**config.mk**
```make
export PLATFORM = sky130hd
export DESIGN_NAME = mdio_mgmt_ctrl
export DESIGN_NICKNAME = d
export VERILOG_FILES = /design/src/rtl/mdio_mgmt_pkg.sv /design/src/rtl/mdio_mdc_gen.sv /design/src/rtl/mdio_frame_shifter.sv /design/src/rtl/mdio_mgmt_regs.sv /design/src/rtl/mdio_mgmt_ctrl.sv
export SDC_FILE = /design/constraint.sdc
export NUM_CORES = 1
export LEC_CHECK = 0
export ABC_CLOCK_PERIOD_IN_PS = 7740
export CAP_MARGIN = 25
export CELL_PAD_IN_SITES_DETAIL_PLACEMENT = 1
export CELL_PAD_IN_SITES_GLOBAL_PLACEMENT = 1
export CORE_ASPECT_RATIO = 0.8
export CORE_MARGIN = 2
export CORE_UTILIZATION = 49
export CTS_BUF_LIST = sky130_fd_sc_hd__clkbuf_8 sky130_fd_sc_hd__clkbuf_16
export DETAILED_ROUTE_END_ITERATION = 6
export GPL_TIMING_DRIVEN = 0
export PLACE_DENSITY_LB_ADDON = 0.1
export SETUP_SLACK_MARGIN = 0.3
export SLEW_MARGIN = 20
export SYNTH_ARGS = -nofsm -noshare
export SYNTH_HDL_FRONTEND = slang
export SYNTH_SLANG_ARGS = --single-unit
```
**constraint.sdc**
```tcl
create_clock -name clk -period 7.74 [get_ports clk]
set_input_delay 1.548 -clock clk [delete_from_list [all_inputs] [get_ports clk]]
set_output_delay 1.548 -clock clk [all_outputs]
set_load 0.005 [all_outputs]
```
**src/rtl/mdio_mgmt_pkg.sv**
```systemverilog
package mdio_mgmt_pkg;
  parameter int PHYA_W  = 5;
  parameter int REGA_W  = 5;
  parameter int DATA_W  = 16;
  parameter int DIV_W   = 8;
  parameter int PRE_LEN = 32;
  parameter int REG_W   = 32;
  parameter int IDX_AW  = 3;

  // start(2) + opcode(2) + phy + reg + turnaround(2) + data
  localparam int FRAME_W = 6 + PHYA_W + REGA_W + DATA_W;
  localparam int TOTAL_W = PRE_LEN + FRAME_W;

  // field positions
  localparam int MODE_NOPRE_BIT = 8;
  localparam int ADDR_REG_LSB   = 8;
  localparam int CMD_SCAN       = 0;
  localparam int CMD_RD         = 1;
  localparam int CMD_WR         = 2;
  localparam int STAT_LINK      = 0;
  localparam int STAT_BUSY      = 1;
  localparam int STAT_INV       = 2;
  localparam int LINK_UP_BIT    = 2;

  typedef enum logic [IDX_AW-1:0] {
    REG_MODE = 3'd0,
    REG_CMD  = 3'd1,
    REG_ADDR = 3'd2,
    REG_TXD  = 3'd3,
    REG_RXD  = 3'd4,
    REG_STAT = 3'd5
  } reg_idx_e;

  typedef struct packed {
    logic              wr;
    logic              scan;
    logic              nopre;
    logic [PHYA_W-1:0] phy;
    logic [REGA_W-1:0] regad;
    logic [DATA_W-1:0] data;
  } xfer_req_t;
endpackage

```
**src/rtl/mdio_mdc_gen.sv**
```systemverilog
// Management clock generator: period = even divider (min 2), half high.
module mdio_mdc_gen
  import mdio_mgmt_pkg::*;
(
  input  logic             clk,
  input  logic             rst_n,
  input  logic             run,
  input  logic [DIV_W-1:0] div_raw,
  output logic             mdc,
  output logic             rise_evt,
  output logic             fall_evt
);
  logic [DIV_W-1:0] even_div;
  logic [DIV_W-1:0] period;
  logic [DIV_W-1:0] half;
  logic [DIV_W-1:0] cnt_q;
  logic             mdc_q;

  // clear bit 0, clamp to 2
  always_comb begin
    even_div = {div_raw[DIV_W-1:1], 1'b0};
    period   = (even_div < DIV_W'(2)) ? DIV_W'(2) : even_div;
    half     = period >> 1;
  end

  assign rise_evt = run && (cnt_q == half - DIV_W'(1));
  assign fall_evt = run && (cnt_q == period - DIV_W'(1));
  assign mdc      = mdc_q;

  always_ff @(posedge clk or negedge rst_n) begin
    if (!rst_n) begin
      cnt_q <= '0;
      mdc_q <= 1'b0;
    end else if (!run) begin
      cnt_q <= '0;
      mdc_q <= 1'b0;
    end else begin
      cnt_q <= fall_evt ? '0 : cnt_q + DIV_W'(1);
      if (rise_evt)      mdc_q <= 1'b1;
      else if (fall_evt) mdc_q <= 1'b0;
    end
  end
endmodule

```
**src/rtl/mdio_frame_shifter.sv**
```systemverilog
// Frame engine: shifts one management frame out, captures read data.
module mdio_frame_shifter
  import mdio_mgmt_pkg::*;
(
  input  logic              clk,
  input  logic              rst_n,
  input  logic              start,
  input  xfer_req_t         req,
  input  logic              rise_evt,
  input  logic              fall_evt,
  input  logic              mdio_i,
  output logic              active,
  output logic              mdio_o,
  output logic              mdio_oe,
  output logic              done_rd,
  output logic              done_scan,
  output logic [DATA_W-1:0] rd_data
);
  localparam int IDX_W = $clog2(TOTAL_W);
  localparam logic [IDX_W-1:0] IDX_FULL  = IDX_W'(TOTAL_W - 1);
  localparam logic [IDX_W-1:0] IDX_SHORT = IDX_W'(FRAME_W - 1);
  localparam logic [IDX_W-1:0] IDX_TA    = IDX_W'(DATA_W + 2);
  localparam logic [IDX_W-1:0] IDX_DATA  = IDX_W'(DATA_W);

  logic [TOTAL_W-1:0] tx_q;
  logic [IDX_W-1:0]   idx_q;
  logic               active_q;
  logic               wr_q;
  logic               scan_q;
  logic [DATA_W-1:0]  rx_sh;
  logic               last_bit;
  logic [TOTAL_W-1:0] tx_load;

  // frame image, MSB sent first
  always_comb begin
    tx_load = {{PRE_LEN{1'b1}}, 2'b01,
               (req.wr ? 2'b01 : 2'b10),
               req.phy, req.regad,
               (req.wr ? 2'b10 : 2'b00),
               (req.wr ? req.data : {DATA_W{1'b0}})};
  end

  assign last_bit = active_q && fall_evt && (idx_q == '0);

  always_ff @(posedge clk or negedge rst_n) begin
    if (!rst_n) begin
      tx_q     <= '0;
      idx_q    <= '0;
      active_q <= 1'b0;
      wr_q     <= 1'b0;
      scan_q   <= 1'b0;
      rx_sh    <= '0;
    end else if (start && !active_q) begin
      tx_q     <= tx_load;
      idx_q    <= req.nopre ? IDX_SHORT : IDX_FULL;
      active_q <= 1'b1;
      wr_q     <= req.wr;
      scan_q   <= req.scan;
    end else if (active_q) begin
      // sample on the rising edge during the data field
      if (rise_evt && !wr_q && (idx_q < IDX_DATA))
        rx_sh <= {rx_sh[DATA_W-2:0], mdio_i};
      // advance only on the falling edge
      if (fall_evt) begin
        if (idx_q == '0) active_q <= 1'b0;
        else             idx_q    <= idx_q - IDX_W'(1);
      end
    end
  end

  assign active    = active_q;
  assign mdio_oe   = active_q && (wr_q || (idx_q >= IDX_TA));
  assign mdio_o    = mdio_oe && tx_q[idx_q];
  assign done_rd   = last_bit && !wr_q;
  assign done_scan = last_bit && scan_q;
  assign rd_data   = rx_sh;
endmodule

```
**src/rtl/mdio_mgmt_regs.sv**
```systemverilog
// Register file, command arbitration and status.
module mdio_mgmt_regs
  import mdio_mgmt_pkg::*;
(
  input  logic              clk,
  input  logic              rst_n,
  input  logic              reg_we,
  input  logic [IDX_AW-1:0] reg_addr,
  input  logic [REG_W-1:0]  reg_wdata,
  output logic [REG_W-1:0]  reg_rdata,
  input  logic              eng_active,
  input  logic              eng_done_rd,
  input  logic              eng_done_scan,
  input  logic [DATA_W-1:0] eng_rx,
  output logic              eng_start,
  output xfer_req_t         eng_req,
  output logic [DIV_W-1:0]  div_raw,
  output logic [2:0]        stat_o
);
  logic [DIV_W-1:0]  div_q;
  logic              nopre_q;
  logic [2:0]        cmd_q;
  logic [PHYA_W-1:0] phy_q;
  logic [REGA_W-1:0] rga_q;
  logic [DATA_W-1:0] txd_q;
  logic [DATA_W-1:0] rxd_q;
  logic              pend_q;
  logic              pend_wr_q;
  logic              inv_q;
  logic              lfail_q;
  logic              wr_cmd;
  logic              new_op;
  logic              busy;

  assign wr_cmd = reg_we && (reg_addr == REG_CMD);
  assign new_op = wr_cmd && (reg_wdata[CMD_RD] || reg_wdata[CMD_WR]);

  // a queued single command goes before the next scan frame
  assign eng_start = !eng_active && (pend_q || cmd_q[CMD_SCAN]);

  always_comb begin
    eng_req.wr    = pend_q && pend_wr_q;
    eng_req.scan  = !pend_q;
    eng_req.nopre = nopre_q;
    eng_req.phy   = phy_q;
    eng_req.regad = rga_q;
    eng_req.data  = txd_q;
  end

  always_ff @(posedge clk or negedge rst_n) begin
    if (!rst_n) begin
      div_q     <= '0;
      nopre_q   <= 1'b0;
      cmd_q     <= '0;
      phy_q     <= '0;
      rga_q     <= '0;
      txd_q     <= '0;
      rxd_q     <= '0;
      pend_q    <= 1'b0;
      pend_wr_q <= 1'b0;
      inv_q     <= 1'b0;
      lfail_q   <= 1'b0;
    end else begin
      if (reg_we) begin
        case (reg_addr)
          REG_MODE: begin
            div_q   <= reg_wdata[DIV_W-1:0];
            nopre_q <= reg_wdata[MODE_NOPRE_BIT];
          end
          REG_CMD:  cmd_q <= reg_wdata[2:0];
          REG_ADDR: begin
            phy_q <= reg_wdata[PHYA_W-1:0];
            rga_q <= reg_wdata[ADDR_REG_LSB +: REGA_W];
          end
          REG_TXD:  txd_q <= reg_wdata[DATA_W-1:0];
          default: ;
        endcase
      end
      if (eng_start && pend_q) pend_q <= 1'b0;
      if (new_op && !pend_q) begin
        pend_q    <= 1'b1;
        pend_wr_q <= reg_wdata[CMD_WR];
      end
      if (eng_done_rd) rxd_q <= eng_rx;
      // link and validity from the scan read
      if (eng_done_scan) begin
        inv_q   <= 1'b0;
        lfail_q <= ~eng_rx[LINK_UP_BIT];
      end
      if (wr_cmd && reg_wdata[CMD_SCAN] && !cmd_q[CMD_SCAN])
        inv_q <= 1'b1;
    end
  end


  assign busy    = pend_q || eng_active || cmd_q[CMD_SCAN];
  assign div_raw = div_q;

  always_comb begin
    stat_o            = '0;
    stat_o[STAT_LINK] = lfail_q;
    stat_o[STAT_BUSY] = busy;
    stat_o[STAT_INV]  = inv_q;
  end

  // read mux
  always_comb begin
    reg_rdata = '0;
    case (reg_addr)
      REG_MODE: begin
        reg_rdata[DIV_W-1:0]      = div_q;
        reg_rdata[MODE_NOPRE_BIT] = nopre_q;
      end
      REG_CMD:  reg_rdata[2:0] = cmd_q;
      REG_ADDR: begin
        reg_rdata[PHYA_W-1:0]              = phy_q;
        reg_rdata[ADDR_REG_LSB +: REGA_W]  = rga_q;
      end
      REG_TXD:  reg_rdata[DATA_W-1:0] = txd_q;
      REG_RXD:  reg_rdata[DATA_W-1:0] = rxd_q;
      REG_STAT: reg_rdata[2:0]        = stat_o;
      default:  reg_rdata = '0;
    endcase
  end
endmodule

```
**src/rtl/mdio_mgmt_ctrl.sv**
```systemverilog
// Top: MDIO management master.
module mdio_mgmt_ctrl
  import mdio_mgmt_pkg::*;
(
  input  logic              clk,
  input  logic              rst_n,
  input  logic              reg_we,
  input  logic [IDX_AW-1:0] reg_addr,
  input  logic [REG_W-1:0]  reg_wdata,
  output logic [REG_W-1:0]  reg_rdata,
  output logic              mdc,
  output logic              mdio_o,
  output logic              mdio_oe,
  input  logic              mdio_i
);
  logic              start_w;
  xfer_req_t         req_w;
  logic [DIV_W-1:0]  div_w;
  logic [2:0]        stat_w;
  logic              active_w;
  logic              rise_w;
  logic              fall_w;
  logic              done_rd_w;
  logic              done_scan_w;
  logic [DATA_W-1:0] rx_w;

  mdio_mgmt_regs i_regs (
    .clk           (clk),
    .rst_n         (rst_n),
    .reg_we        (reg_we),
    .reg_addr      (reg_addr),
    .reg_wdata     (reg_wdata),
    .reg_rdata     (reg_rdata),
    .eng_active    (active_w),
    .eng_done_rd   (done_rd_w),
    .eng_done_scan (done_scan_w),
    .eng_rx        (rx_w),
    .eng_start     (start_w),
    .eng_req       (req_w),
    .div_raw       (div_w),
    .stat_o        (stat_w)
  );

  mdio_mdc_gen i_mdc (
    .clk      (clk),
    .rst_n    (rst_n),
    .run      (active_w),
    .div_raw  (div_w),
    .mdc      (mdc),
    .rise_evt (rise_w),
    .fall_evt (fall_w)
  );

  mdio_frame_shifter i_shift (
    .clk       (clk),
    .rst_n     (rst_n),
    .start     (start_w),
    .req       (req_w),
    .rise_evt  (rise_w),
    .fall_evt  (fall_w),
    .mdio_i    (mdio_i),
    .active    (active_w),
    .mdio_o    (mdio_o),
    .mdio_oe   (mdio_oe),
    .done_rd   (done_rd_w),
    .done_scan (done_scan_w),
    .rd_data   (rx_w)
  );
endmodule

```
==> flow_summary.yaml <==
run_status:
  outcome: "completed"
power_and_ir_drop:
  power-per-cell-area_mw_per_mm2: 277
  vdd.ir_drop.worst_mv: 0.198
  leakage_uw: 0.00344
sta:
  hold_violations: 0
  fmax_ghz: 0.173
  slew_hr_pct: 44.5
  tns_ns: 0
  setup_violations: 0
  post-route-period-util_pct: 74.8
  final-max-slew-violation-count: 0
  finClkSkew_ns: 0.0109
  tightestPinTransition_ns: 0.831
  finalWorstPathRequiredPeriod_ns: 5.79
  grt_setup_unrepaired: "false"
worst_setup_path:
  worst-endpoint-arrival_ns: 4.24
  path_class: "in -> out"
  cp.required_ns: 6.19
  timing.critical_path.to_type: "primary output"
  startpoint_type: "input port"
  path_max_fanout: 10
global_route:
  first_global_vias: 4833
  global_route.usage.met1_pct: 37.9
  maximum_number_of_pins_on_one_net_before_global_route_repair: 79
  globalRouteMet2Util_pct: 42.6
  antenna_found_initial: 0
  grt_util_met3_pct: 7.58
  globalRoute.busiestLayer: "met2"
  global_route.overflow_total: 0
  grt_util_all_layers_pct: 27.4
  grt_first_pass_wirelength_mm: 27.7
floorplanning:
  start_util_pct: 50.6
  die-area_mm2: 0.0136
  die_w_um: 130
  floorplan.core_area_mm2: 0.0123
  die_span_in_y_um: 105
  row_count: 36
  ioPinCount: 74
clocking:
  numClockSinks: 120
  cts.repair.resized: 0
  cts_max_path_buffers: 2
  post-cts-setup-buffers: 0
  worst_setup_hold_path_clk_slew_ns: 0.06
  cts_tree: "yes"
  cts_inserted_buffers: 17
  clockRootBuffer: "sky130_fd_sc_hd__clkbuf_16"
  ctsHoldBuffers: 0
  clkLatencyLatePin_ns: 0.42
  cts-htree-levels: 4
placed_design:
  cell_count_after_placement: 754
  place.port_buffers: 41
  place.gp.congestion: 0.866
  detailed_place_hpwl_mm: 12.0
route:
  drt-initial-drc-count: 336
  totalWireLength_mm: 17.3
  drt_first_pass_iters: 4
  drtAntennaViolNets: 0
  post_drt_wl_per_cell_um: 21.9
  num_vias: 4521
  routed_via_density: 5.74
  detail_route.drc_violations: 0
finish:
  drive_above_1_share_pct: 25.2
  finalNonFillerCells: 787
  syn_to_final_growth_pct: 22.1
  layout_common_cells: "sky130_fd_sc_hd__dfrtp_1, sky130_fd_sc_hd__nand2_1, sky130_fd_sc_hd__mux2_2, sky130_fd_sc_hd__clkdlybuf4s50_1, sky130_fd_sc_hd__nor2_1"
  layout_commonest_cell: "sky130_fd_sc_hd__dfrtp_1"
  final_nets: 645
  nFillCells: 1258
  num_antenna_cells: 0
logic_synthesis:
  compound_gate_fraction_of_synth_area_pct: 10.0
  synth_top_family_by_area: "multiplexers"
  syn-mean-instance-area_um2: 11.8
  synth_enable_flop_cells: 0
  synth-main-ff-cell: "sky130_fd_sc_hd__dfrtp_1"
  syn_area_mm2: 0.00620
  synth-async-reset-ratio_pct: 100
  synthCells: 526
  seq_area_frac_synth_pct: 48.4
  synth_fa_ha_area_share_pct: 0.605
  yosys.cell_types.count: 65
  yosys_warnings: 0
  synth_simple_gate_area_share_pct: 12.3
  postSynthRegisterBits: 120
  synth_xor_xnor_area_share_pct: 3.07
  multiplexer_share_of_the_synthesized_area_pct: 20.0
job:
  number_of_maximum_capacitance_constraint_violations: 0
min_path:
  worstHoldPathType: "reg -> reg"
-- state kept, by name, summed over array words and instances, names as in the netlist, 3 cells and up --
register         count
i_shift.idx_q        6
i_regs.phy_q         5
i_regs.rga_q         5
i_shift.rd_data     16
i_shift.tx_q        29
i_regs.txd_q        16
i_mdc.cnt_q          8
i_regs.cmd_q         3
i_regs.div_raw       8
i_regs.rxd_q        16
-- stage by stage --
stage,worst slack [ns],cell area [um^2],hold WS (ns),utilization [%],power (uW)
final,1.95,7570,0.477,61.8,2100
after global placement,0.564,6880,0.459,56.2,1210
after global routing,1.82,7570,0.507,61.8,2200
after CTS,1.97,7570,0.482,61.8,2110
after detailed placement,1.99,6920,0.466,56.5,1230
after floorplan,3.46,6260,0.440,-,1080
-- area by class of cell --
cell class / instances / area (um^2) / area share [%]
multi-input combinational: 365 / 2910 / 38.5
clock buffer: 21 / 480 / 6.35
clock inverter: 11 / 169 / 2.23
buffer: 45 / 307 / 4.05
tap: 171 / 214 / 2.83
sequential: 120 / 3000 / 39.7
timing repair buffer: 43 / 444 / 5.87
inverter: 11 / 41.3 / 0.545
-- kinds of logic after synthesis --
logic type,count (synthesis)
flops,120
simple gates,149
xor+xnor,18
buf+inv,56
fa+ha+maj,3
compound gates,83
other cells,1
mux,96
-- power breakdown --
part | leakage, uW | switching (uW) | internal [uW]
logic | 0.00159 | 231 | 224
registers | 0.00154 | 77.1 | 698
clock network | 0.000313 | 295 | 573
-- cell usage after synthesis, types with 2 or more instances --
library cell	number	area (um^2)
sky130_fd_sc_hd__nor2_1	32	120
sky130_fd_sc_hd__nor3_1	3	15.0
sky130_fd_sc_hd__inv_1	11	41.3
sky130_fd_sc_hd__ha_1	3	37.5
sky130_fd_sc_hd__nor3b_1	3	22.5
sky130_fd_sc_hd__o21ai_0	24	120
sky130_fd_sc_hd__nor2b_1	8	50.1
sky130_fd_sc_hd__mux2_2	51	574
sky130_fd_sc_hd__nand2b_1	4	25.0
sky130_fd_sc_hd__dfrtp_1	120	3000
sky130_fd_sc_hd__mux4_2	9	203
sky130_fd_sc_hd__a21o_1	2	15.0
sky130_fd_sc_hd__nand3_1	6	30.0
sky130_fd_sc_hd__nand3b_1	3	22.5
sky130_fd_sc_hd__nor4b_1	3	26.3
sky130_fd_sc_hd__or3_1	2	12.5
sky130_fd_sc_hd__and2_1	6	37.5
sky130_fd_sc_hd__o31ai_1	3	22.5
sky130_fd_sc_hd__xor2_1	9	78.8
sky130_fd_sc_hd__o221ai_1	2	17.5
sky130_fd_sc_hd__mux2_4	20	300
sky130_fd_sc_hd__and3_1	4	25.0
sky130_fd_sc_hd__a31oi_1	4	25.0
sky130_fd_sc_hd__a221oi_1	2	17.5
sky130_fd_sc_hd__clkbuf_8	3	41.3
sky130_fd_sc_hd__o22ai_1	3	18.8
sky130_fd_sc_hd__clkbuf_1	16	60.1
sky130_fd_sc_hd__nand2_1	56	210
sky130_fd_sc_hd__mux2i_1	16	160
sky130_fd_sc_hd__xnor2_1	7	61.3
sky130_fd_sc_hd__buf_6	3	33.8
sky130_fd_sc_hd__a21oi_1	5	25.0
sky130_fd_sc_hd__buf_4	18	135
sky130_fd_sc_hd__buf_1	3	11.3
sky130_fd_sc_hd__a22o_1	20	175
sky130_fd_sc_hd__a22oi_1	7	52.6
sky130_fd_sc_hd__nand3_2	2	20.0
sky130_fd_sc_hd__nor4_1	6	37.5
-- critical path: stages --
cell and delay, ns:
sky130_fd_sc_hd__clkdlybuf4s50_1 0.52, sky130_fd_sc_hd__clkbuf_1 0.42, sky130_fd_sc_hd__buf_1 0.64, sky130_fd_sc_hd__mux4_2 0.34
sky130_fd_sc_hd__inv_1 0.04, sky130_fd_sc_hd__o22ai_1 0.19, sky130_fd_sc_hd__clkdlybuf4s50_1 0.54
-- worst paths after layout --
kind,slack (ns),to,start,depth (start not counted)
worst min register to register,0.48,i_shift.tx_q[25],i_shift.tx_q[25],2
min in group asynchronous,1.04,i_mdc.cnt_q[6],rst_n,1
worst min-delay path,0.48,i_shift.tx_q[25],i_shift.tx_q[25],2
max in group asynchronous,5.98,i_shift.tx_q[20],rst_n,2
worst max-delay path,1.95,reg_rdata[2],reg_addr[0],7
worst max register to register,3.85,i_regs.rxd_q[13],i_regs.div_raw[6],13
-- layer usage --
layer	up-vias	part of all wire, %
met5	-	0
met4	0	0.65
met3	5	5.2
met2	107	49
met1	2398	45
li1	2011	-
Power figures use the tool's default switching activity.
